`config.mk`:
```
export PLATFORM = sky130hd
export DESIGN_NAME = pwm_slice
export DESIGN_NICKNAME = d
export VERILOG_FILES = /design/src/rtl/pwm_slice_pkg.sv /design/src/rtl/pwm_frac_div.sv /design/src/rtl/pwm_counter.sv /design/src/rtl/pwm_compare.sv /design/src/rtl/pwm_slice.sv
export SDC_FILE = /design/constraint.sdc
export NUM_CORES = 1
export LEC_CHECK = 0
export ABC_CLOCK_PERIOD_IN_PS = 8100
export BUFFER_PORTS_ARGS = -buffer_cell sky130_fd_sc_hd__buf_2
export CORE_MARGIN = 8
export CORE_UTILIZATION = 60
export CTS_BUF_LIST = sky130_fd_sc_hd__clkbuf_2 sky130_fd_sc_hd__clkbuf_4 sky130_fd_sc_hd__clkbuf_8
export DETAILED_ROUTE_END_ITERATION = 10
export PLACE_DENSITY = 0.86
export SYNTH_ARGS = -nofsm -noshare
export SYNTH_HDL_FRONTEND = slang
export SYNTH_SLANG_ARGS = --single-unit
```
`constraint.sdc`:
```
create_clock -name clk -period 8.1 [get_ports clk]
set_input_delay 1.62 -clock clk [delete_from_list [all_inputs] [get_ports clk]]
set_output_delay 1.62 -clock clk [all_outputs]
set_load 0.005 [all_outputs]
```
`src/rtl/pwm_slice_pkg.sv`:
```
package pwm_slice_pkg;
    typedef enum logic [2:0] {
        REG_CTL = 3'd0,
        REG_DIV = 3'd1,
        REG_CTR = 3'd2,
        REG_CMP = 3'd3,
        REG_TOP = 3'd4
    } reg_addr_e;

    typedef enum logic {
        ST_HALT  = 1'b0,
        ST_COUNT = 1'b1
    } run_state_e;
endpackage

```
`src/rtl/pwm_frac_div.sv`:
```
module pwm_frac_div #(
    parameter int INT_W  = 8,
    parameter int FRAC_W = 4
) (
    input  logic                    clk,
    input  logic                    rst_n,
    input  logic                    run,
    input  logic [INT_W+FRAC_W-1:0] div,
    output logic                    tick
);
    localparam int DIV_W = INT_W + FRAC_W;
    localparam int ACC_W = DIV_W + 2;

    logic [ACC_W-1:0] acc_q, sum, eff;

    // zero integer part means the largest integer step plus the fraction
    always_comb begin
        if (div[DIV_W-1:FRAC_W] == '0)
            eff = (ACC_W'(1) << DIV_W) | ACC_W'(div[FRAC_W-1:0]);
        else
            eff = ACC_W'(div);
        sum  = acc_q + (ACC_W'(1) << FRAC_W);
        tick = run && (sum >= eff);
    end

    always_ff @(posedge clk or negedge rst_n) begin
        if (!rst_n)      acc_q <= '0;
        else if (!run)   acc_q <= '0;
        else if (tick)   acc_q <= sum - eff;
        else             acc_q <= sum;
    end
endmodule

```
`src/rtl/pwm_counter.sv`:
```
module pwm_counter #(
    parameter int CNT_W = 16,
    parameter int NCH   = 2
) (
    input  logic                      clk,
    input  logic                      rst_n,
    input  logic                      run,
    input  logic                      tick,
    input  logic                      ctr_wr,
    input  logic [CNT_W-1:0]          ctr_wdata,
    input  logic [CNT_W-1:0]          top_sh,
    input  logic [NCH-1:0][CNT_W-1:0] cmp_sh,
    output logic [CNT_W-1:0]          ctr,
    output logic [CNT_W-1:0]          top_act,
    output logic [NCH-1:0][CNT_W-1:0] cmp_act,
    output logic                      wrap
);
    assign wrap = tick && (ctr == top_act);

    always_ff @(posedge clk or negedge rst_n) begin
        if (!rst_n)      ctr <= '0;
        else if (ctr_wr) ctr <= ctr_wdata;
        else if (wrap)   ctr <= '0;
        else if (tick)   ctr <= ctr + 1'b1;
    end

    always_ff @(posedge clk or negedge rst_n) begin
        if (!rst_n) begin
            top_act <= '1;
            cmp_act <= '0;
        end else if (!run || wrap) begin
            top_act <= top_sh;
            cmp_act <= cmp_sh;
        end
    end
endmodule

```
`src/rtl/pwm_compare.sv`:
```
module pwm_compare #(
    parameter int CNT_W = 16,
    parameter int NCH   = 2
) (
    input  logic                      run,
    input  logic [CNT_W-1:0]          ctr,
    input  logic [NCH-1:0][CNT_W-1:0] cmp_act,
    output logic [NCH-1:0]            level
);
    for (genvar ch = 0; ch < NCH; ch++) begin : g_ch
        assign level[ch] = run && (ctr < cmp_act[ch]);
    end
endmodule

```
`src/rtl/pwm_slice.sv`:
```
module pwm_slice
    import pwm_slice_pkg::*;
#(
    parameter int CNT_W      = 16,
    parameter int DIV_INT_W  = 8,
    parameter int DIV_FRAC_W = 4
) (
    input  logic               clk,
    input  logic               rst_n,
    input  logic               wr_en,
    input  logic [2:0]         wr_addr,
    input  logic [2*CNT_W-1:0] wr_data,
    input  logic [1:0]         wr_field,
    input  logic [2:0]         rd_addr,
    output logic [2*CNT_W-1:0] rd_data,
    output logic               pwm_a,
    output logic               pwm_b
);
    localparam int NCH    = 2;
    localparam int DIV_W  = DIV_INT_W + DIV_FRAC_W;
    localparam int DATA_W = NCH * CNT_W;

    run_state_e               state_q, state_d;
    logic                     run;
    logic                     ctl_wr, div_wr, ctr_wr, cmp_wr, top_wr;
    logic [DIV_W-1:0]         div_q;
    logic [CNT_W-1:0]         top_sh;
    logic [NCH-1:0][CNT_W-1:0] cmp_sh;
    logic                     tick, wrap;
    logic [CNT_W-1:0]         ctr, top_act;
    logic [NCH-1:0][CNT_W-1:0] cmp_act;
    logic [NCH-1:0]           level;

    always_comb begin
        ctl_wr = wr_en && (wr_addr == REG_CTL);
        div_wr = wr_en && (wr_addr == REG_DIV);
        ctr_wr = wr_en && (wr_addr == REG_CTR);
        cmp_wr = wr_en && (wr_addr == REG_CMP);
        top_wr = wr_en && (wr_addr == REG_TOP);
    end

    // state register
    always_ff @(posedge clk or negedge rst_n) begin
        if (!rst_n) state_q <= ST_HALT;
        else        state_q <= state_d;
    end

    // transitions: start and stop
    always_comb begin
        state_d = state_q;
        unique case (state_q)
            ST_HALT:  if (ctl_wr && wr_data[0])  state_d = ST_COUNT;
            ST_COUNT: if (ctl_wr && !wr_data[0]) state_d = ST_HALT;
        endcase
    end

    assign run = (state_q == ST_COUNT);

    // configuration shadows
    always_ff @(posedge clk or negedge rst_n) begin
        if (!rst_n) begin
            div_q  <= DIV_W'(1) << DIV_FRAC_W;
            top_sh <= '1;
        end else begin
            if (div_wr) div_q  <= wr_data[DIV_W-1:0];
            if (top_wr) top_sh <= wr_data[CNT_W-1:0];
        end
    end

    for (genvar ch = 0; ch < NCH; ch++) begin : g_cmp
        always_ff @(posedge clk or negedge rst_n) begin
            if (!rst_n)                    cmp_sh[ch] <= '0;
            else if (cmp_wr && wr_field[ch]) cmp_sh[ch] <= wr_data[ch*CNT_W +: CNT_W];
        end
    end

    pwm_frac_div #(.INT_W(DIV_INT_W), .FRAC_W(DIV_FRAC_W)) u_div (
        .clk(clk), .rst_n(rst_n), .run(run), .div(div_q), .tick(tick)
    );

    pwm_counter #(.CNT_W(CNT_W), .NCH(NCH)) u_cnt (
        .clk(clk), .rst_n(rst_n), .run(run), .tick(tick),
        .ctr_wr(ctr_wr), .ctr_wdata(wr_data[CNT_W-1:0]),
        .top_sh(top_sh), .cmp_sh(cmp_sh),
        .ctr(ctr), .top_act(top_act), .cmp_act(cmp_act), .wrap(wrap)
    );

    pwm_compare #(.CNT_W(CNT_W), .NCH(NCH)) u_cmp (
        .run(run), .ctr(ctr), .cmp_act(cmp_act), .level(level)
    );

    // outputs
    always_comb begin
        pwm_a = level[0];
        pwm_b = level[1];
        rd_data = '0;
        unique case (reg_addr_e'(rd_addr))
            REG_CTL: rd_data = DATA_W'(run);
            REG_DIV: rd_data = DATA_W'(div_q);
            REG_CTR: rd_data = DATA_W'(ctr);
            REG_CMP: rd_data = cmp_sh;
            REG_TOP: rd_data = DATA_W'(top_sh);
            default: rd_data = '0;
        endcase
    end
endmodule

```
==> impl_results.md, run 1 <==
- Outcome: complete, no violations
- CTS buffer count: 17
- Gp weighted congestion: 0.913
- Area Overhead vs Synth: 12.2%
- Cell Area, Synth: 8130 um^2
- CP cell instances: buf_2 > inv_1 > nor2_1 > a22oi_1 > o21ai_0 > buf_2
- Seq pwr share: 38.2%
- Worst Tran Pin Value: 1220 ps
- Yosys warns: 0
- Ports: 77
- Leakage: 4.14 nW
- PortBufs: 76
- CP required: 6480 ps
- CP top delay family: buffers and inverters
- Crit path buffers/inverters: 3
- GRT overflow: 0
- DRC viols: 0
- Slew margin rel.: 18.5%
- Via count: 6312
- Half-perimeter wire length after placement: 14300 um
- CTS H-tree depth: 4
- Clk pwr share: 23.0%
- Hold crit path type: register to register
- Synth area leader: dfrtp_1
- Multi-input logic area: 4270 um^2
- Post-synth cell types: 53
- Antenna violations before repair: 0
- Most frequent CP cell: buf_2
- Final nets: 936
- Final hold vios: 0
- Synth top area cells: dfrtp_1 (33%), mux2_2 (12%), dfstp_2 (11%)
- Routed wire length: 20600 um
- CP Launch Type: input port
- Leading cell type in the layout, fill and taps excluded: dfrtp_1
- Fmax: 0.193 GHz
- Unrepaired setup endpoints after global routing: no
- Psw: 1.12 mW
- Setup-failing EPs final: 0
- Minimum clock period: 5190 ps
- First-pass GRT wire length: 33400 um
- Slowest CP cell: nor2_1
- Number of synthesized flops with an enable pin: 0
- Vias per std cell: 6.09
- Clock Tree Root: clkbuf_8
- FF+latch count, synth: 139
- Clock Path Buffers: 2
- Max_cap viols: 0
- Top_reg_cell synth: dfrtp_1
- Cell area power density: 334 nW/um^2
- Placed cells: 1004
- CP Capture Type: primary output
- Synth async-reset ratio: 100%
- Register area share after synthesis: 43.3%
- Chip width: 132 um
- Fillers: 992
- Clock Skew: 10.1 ps
- CORE AREA: 13200 um^2
- Area share of the largest cell type after synthesis: 32.6%
- FP Rows: 42
- Fin Setup TNS: 0 ps
- CTS Sinks: 139
- Total power: 3.05 mW
- All-Layer GR Usage: 24.0%
- Initial DRC Count: 550
- Postcts setup bufs: 0
- Crit Path Category: input port to primary output
- Register area: 3520 um^2
- Final antenna-violating net count: 0
- Internal Power: 1.93 mW
- Peak VDD IR: 249 uV
- Most frequent cells in the layout: dfrtp_1 (106), mux2_2 (90), nand2_1 (75), buf_2 (75), o21ai_0 (64)
- Ant diodes: 0
- CTS tree: yes
- Final std cells w/o fill: 1036
- Post-synthesis cell count: 785
- Wire per inst: 19.9 um
- Hold Buf Count CTS: 0
- CTS clk-pin slew, worst paths: 80 ps
- Worst path max stage delay: 770 ps
- Comb power frac: 38.8%
- Net Sw Frac: 36.7%
- Vias in the first global route: 6471
- Syn Nets: 874
- Worst path arrival time: 3570 ps
- Largest net degree at the start of global routing: 77
- Clk Latency, worst-skew pair: 470 ps
- Drt first pass iters: 6
- Syn Area/Cell: 10.4 um^2
- Initial core utilization: 61.4%
- Fraction of layout cells with a size suffix above 1: 31.2%
- Cts repair resizes: 0
- CP Max Fanout: 19
- Final hold slack: 510 ps
- Slew Viols, Final: 0
- Die area: 17500 um^2
- Die Span Y: 132 um
- Final Cycle Share: 64.1%
cells by family (layout without fill, tap and decap cells):
kind of cell	after synthesis	after routing	share of synthesized area, %
and+or+nand+nor	206	206	12.7
AOI/OAI and AO/OA	158	158	11.7
muxes	117	117	17.0
xor gates and xnor gates	32	32	3.54
adders and majority gates	46	46	7.17
buffers and inverters	87	162	4.46
DFF	139	139	43.3
cell type report:
cell class / instances / area share (%)
Timing Repair Buffer: 83 / 4.81
Multi-Input combinational cell: 559 / 46.8
Tap cell: 176 / 2.41
Clock buffer: 22 / 3.18
Inverter: 47 / 1.93
Clock inverter: 10 / 2.30
Sequential cell: 139 / 38.6
sequential cells by signal, indices dropped and copies added (netlist names), named ones only:
| register | cells |
|---|---|
| cmp_sh | 32 |
| u_cnt.cmp_act | 32 |
| top_sh | 16 |
| u_cnt.ctr | 16 |
| u_cnt.top_act | 16 |
| u_div.acc_q | 14 |
| div_q | 12 |
layer usage:
| layer | share of wire (%) | GRT usage [%] | vias to the layer above |
|---|---|---|---|
| li1 | - | - | 2904 |
| met1 | 41 | 29.5 | 3098 |
| met2 | 49 | 38.8 | 257 |
| met3 | 7.4 | 5.95 | 53 |
| met4 | 3.0 | 11.7 | 0 |
| met5 | 0 | 0 | - |
metrics by stage:
step,instance area (um^2),worst slack (ps),utilization [%]
2_1_floorplan,8130,3520,-
3_3_place_gp,8620,3100,65.1
3_5_place_dp,8620,3000,65.1
4_1_cts,9120,2960,68.9
5_1_grt,9120,2750,68.9
6_report,9120,2910,68.9
power groups by stage:
stage | clock network [mW] | logic, mW | registers, mW
finish | 0.701 | 1.18 | 1.16
detailed placement | 0 | 1.15 | 1.17
global placement | 0 | 1.11 | 1.16
global route | 0.735 | 1.32 | 1.19
floorplan | 0 | 0.934 | 1.07
CTS | 0.705 | 1.18 | 1.16
Yosys cell counts, types with 6 or more instances:
cell	count
o21ai_0	64
xnor2_1	26
nand3_1	19
ha_1	45
o21a_1	6
mux2i_1	7
nand4_1	15
nand2b_1	8
mux2_4	20
clkbuf_1	30
dfstp_2	33
o31ai_1	6
a21oi_1	34
o31a_1	8
or3_1	6
mux2_2	90
nor2_1	27
nor3_1	6
and2_1	17
dfrtp_1	106
a211oi_1	6
a22oi_1	11
inv_1	47
nand2_1	76
nor2b_1	10
a31oi_1	9
worst reg2reg max path: cells and delay by family, from the launching register on:
family | cells | cell delay, ps
mux | 1 | 420
fa+ha+maj | 2 | 710
xor+xnor | 1 | 160
simple gates | 6 | 1730
flops | 1 | 480
compound gates | 1 | 220
buf+inv | 1 | 560
path summary, 6_finish.rpt:
kind / start / endpoint / slack, ps / cells past startpoint
max: rd_addr[0] / rd_data[4] / 2910 / 6
min: u_cnt.cmp_act[16] / u_cnt.cmp_act[16] / 510 / 1
max reg2reg: u_div.acc_q[4] / u_cnt.cmp_act[15] / 3710 / 12
min reg2reg: u_cnt.cmp_act[16] / u_cnt.cmp_act[16] / 510 / 1
max in group asynchronous: rst_n / u_cnt.ctr[0] / 5690 / 2
min in group asynchronous: rst_n / u_cnt.cmp_act[11] / 1170 / 1
Note: power is estimated with default switching activity, not from simulation.
==> run 2, diff against run 1 <==
--- a/config.mk
+++ b/config.mk
@@ -5,13 +5,13 @@
 export SDC_FILE = /design/constraint.sdc
 export NUM_CORES = 1
 export LEC_CHECK = 0
-export ABC_CLOCK_PERIOD_IN_PS = 8100
+export ABC_CLOCK_PERIOD_IN_PS = 4400
 export BUFFER_PORTS_ARGS = -buffer_cell sky130_fd_sc_hd__buf_2
 export CORE_MARGIN = 8
-export CORE_UTILIZATION = 60
+export CORE_UTILIZATION = 56
 export CTS_BUF_LIST = sky130_fd_sc_hd__clkbuf_2 sky130_fd_sc_hd__clkbuf_4 sky130_fd_sc_hd__clkbuf_8
 export DETAILED_ROUTE_END_ITERATION = 10
-export PLACE_DENSITY = 0.86
+export PLACE_DENSITY = 0.84
 export SYNTH_ARGS = -nofsm -noshare
 export SYNTH_HDL_FRONTEND = slang
 export SYNTH_SLANG_ARGS = --single-unit
==> constraint.sdc (replaced) <==
create_clock -name clk -period 4.4 [get_ports clk]
set_input_delay 0.88 -clock clk [delete_from_list [all_inputs] [get_ports clk]]
set_output_delay 0.88 -clock clk [all_outputs]
set_load 0.005 [all_outputs]
==> run 2 against run 1 <==
Compared with the run above:
- sequential cell count did not move
- register-to-register slack worse by 2900 ps
- via count increased by 1.3%
- clock-buffer cell count down 4
- die area rose by 6.3%
- cell area grew 0.16%
- worst setup slack got worse by 2100 ps
- first-iteration DRC count is 18% lower
==> impl_results.md, run 2 (same netlist as run 1, synthesis figures left out) <==
- Outcome: complete, no violations (unchanged)
- PortBufs: 76 (unchanged)
- Final antenna-violating net count: 0 (unchanged)
- Psw: 2.11 mW (was 1.12 mW)
- Leakage: 4.15 nW (was 4.14 nW)
- Seq pwr share: 38.7% (was 38.2%)
- GRT overflow: 0 (unchanged)
- CP Launch Type: register (was input port)
- Hold Path Sink: u_cnt.cmp_act[11] (was u_cnt.cmp_act[16])
- Worst Tran Pin Value: 1040 ps (was 1220 ps)
- Fmax: 0.276 GHz
- CTS buffer count: 17 (unchanged)
- Minimum clock period: 3630 ps
- Most frequent cells in the layout: dfrtp_1 (106), mux2_2 (90), nand2_1 (75), buf_2 (75), o21ai_0 (64) (unchanged)
- Max_cap viols: 0 (unchanged)
- Initial DRC Count: 449 (was 550)
- CP cell instances: ha_1 > xor2_1 > ha_1 > nand4_1 > a21oi_1 > o311a_1 > or4_1 > nand2_1 > nand2_2 > buf_12 > mux2_4 (was buf_2 > inv_1 > nor2_1 > a22oi_1 > o21ai_0 > buf_2)
- Drt first pass iters: 5 (was 6)
- Slew margin rel.: 30.6% (was 18.5%)
- Vias per std cell: 6.09 (about the same)
- Wire per inst: 19.6 um (was 19.9 um)
- Final core utilization: 63.6% (was 68.9%)
- Unrepaired setup endpoints after global routing: no (unchanged)
- Setup-failing EPs final: 0 (unchanged)
- All-Layer GR Usage: 23.1% (was 24.0%)
- Worst r2r src: u_div.acc_q[4] (unchanged)
- Initial core utilization: 56.6% (was 61.4%)
- Largest net degree at the start of global routing: 115 (was 77)
- Slowest CP cell: or4_1 (was nor2_1)
- Gp weighted congestion: 0.890 (was 0.913)
- Antenna violations before repair: 1 (was 0)
- Clock Skew: 15.0 ps (was 10.1 ps)
- Final hold vios: 0 (unchanged)
- Internal Power: 3.42 mW (was 1.93 mW)
- Slew Viols, Final: 0 (unchanged)
- CORE AREA: 14400 um^2 (was 13200 um^2)
- DRC viols: 0 (unchanged)
- CTS tree: yes (unchanged)
- Worst path arrival time: 3980 ps (was 3570 ps)
- Peak VDD IR: 713 uV (was 249 uV)
- Hold crit path type: register to register (unchanged)
- Reg2reg path depth: 11 (was 12)
- First-pass GRT wire length: 33400 um (unchanged)
- Crit Path Category: register to register (was input port to primary output)
- Vias in the first global route: 6414 (was 6471)
- Postcts setup bufs: 0 (unchanged)
- Cell area power density: 604 nW/um^2 (was 334 nW/um^2)
- CTS clk-pin slew, worst paths: 90 ps (was 80 ps)
- Clk pwr share: 21.6% (was 23.0%)
- Die area: 18600 um^2 (was 17500 um^2)
- Clock Tree Root: clkbuf_8 (unchanged)
- R2r setup slk: 770 ps (was 3710 ps)
- Most frequent CP cell: ha_1 (was buf_2)
- Final nets: 941 (was 936)
- Final Cycle Share: 82.5%
- Ant diodes: 0 (unchanged)
- FP Rows: 44 (was 42)
- Die Span Y: 136 um (was 132 um)
- Ports: 77 (unchanged)
- Reg2reg end: u_cnt.cmp_act[24] (was u_cnt.cmp_act[15])
- CTS H-tree depth: 4 (unchanged)
- Fillers: 1094 (was 992)
- Area Overhead vs Synth: 12.4% (was 12.2%)
- Half-perimeter wire length after placement: 14400 um (was 14300 um)
- Fin Setup TNS: 0 ps (unchanged)
- Comb power frac: 39.6% (was 38.8%)
- Clock Path Buffers: 2 (unchanged)
- CP Capture Type: register (was primary output)
- Cts repair resizes: 0 (unchanged)
- Fraction of layout cells with a size suffix above 1: 31.6% (was 31.2%)
- Via count: 6392 (was 6312)
- Net Sw Frac: 38.1% (was 36.7%)
- CP Max Fanout: 24 (was 19)
- Clk Latency, worst-skew pair: 460 ps (was 470 ps)
- Hold Buf Count CTS: 0 (unchanged)
- Hold Path Stages: 1 (unchanged)
- Worst path max stage delay: 630 ps (was 770 ps)
- Routed wire length: 20500 um (was 20600 um)
- Leading cell type in the layout, fill and taps excluded: dfrtp_1 (unchanged)
- Chip width: 136 um (was 132 um)
- Min-delay src: u_cnt.cmp_act[11] (was u_cnt.cmp_act[16])
- CP required: 4750 ps (was 6480 ps)
- Largest registers: cmp_sh (32), u_cnt.cmp_act (32) (unchanged)
- CTS Sinks: 139 (unchanged)
-- run 2: metrics by stage --
step                      total power [mW]  hold WS [ps]  area (um^2)  worst slack [ps]  cells
after global routing                  5.91           531         9140               637   1049
after global placement                4.21           490         8680               876   1017
after detailed placement              4.30           495         8680               833   1017
after CTS                             5.52           519         9140               799   1049
after floorplan                       3.69           481         8130              1300    785
final                                 5.52           520         9140               772   1049
-- run 2: final cells by class --
| cell class | count | area, um^2 | area share (%) |
|---|---|---|---|
| Tap cell | 184 | 230 | 2.52 |
| Sequential cell | 139 | 3520 | 38.5 |
| Clock buffer | 18 | 248 | 2.71 |
| Timing Repair Buffer | 88 | 489 | 5.35 |
| Clock inverter | 14 | 208 | 2.27 |
| Inverter | 47 | 176 | 1.93 |
| Multi-Input combinational cell | 559 | 4270 | 46.7 |
-- run 2: how the worst max path moves through the flow --
stage                              start  slack, ps                end
after floorplan               rd_addr[0]       1300        rd_data[11]
after global placement    u_div.acc_q[4]        880  u_cnt.cmp_act[18]
after detailed placement  u_div.acc_q[4]        830  u_cnt.cmp_act[20]
after CTS                 u_div.acc_q[4]        800   u_cnt.cmp_act[5]
after global routing          rd_addr[0]        640        rd_data[11]
final                     u_div.acc_q[4]        770  u_cnt.cmp_act[24]
-- run 2: power groups by stage --
stage / Combinational, mW / Clock [mW] / Sequential (mW)
after floorplan: 1.72 / 0 / 1.97
after global placement: 2.08 / 0 / 2.13
after detailed placement: 2.16 / 0 / 2.14
after CTS: 2.18 / 1.21 / 2.13
after global routing: 2.45 / 1.27 / 2.19
final: 2.19 / 1.19 / 2.14
-- run 2: layer usage --
| layer | global-route usage, % | vias to the layer above | wire, um |
|---|---|---|---|
| li1 | - | 2923 | - |
| met1 | 29.5 | 3174 | 8550 |
| met2 | 36.0 | 250 | 9870 |
| met3 | 6.06 | 43 | 1530 |
| met4 | 10.4 | 2 | 560 |
| met5 | 0 | - | 8 |
-- run 2: worst max-delay path: cells and delay by family (launching register included) --
family | cells | cell delay [ps]
AO/OA/AOI/OAI | 2 | 450
buffers and inverters | 1 | 300
flip-flops | 1 | 450
adder cells (fa/ha/maj) | 2 | 650
multiplexers | 1 | 310
AND/OR/NAND/NOR | 4 | 1160
XOR/XNOR | 1 | 170
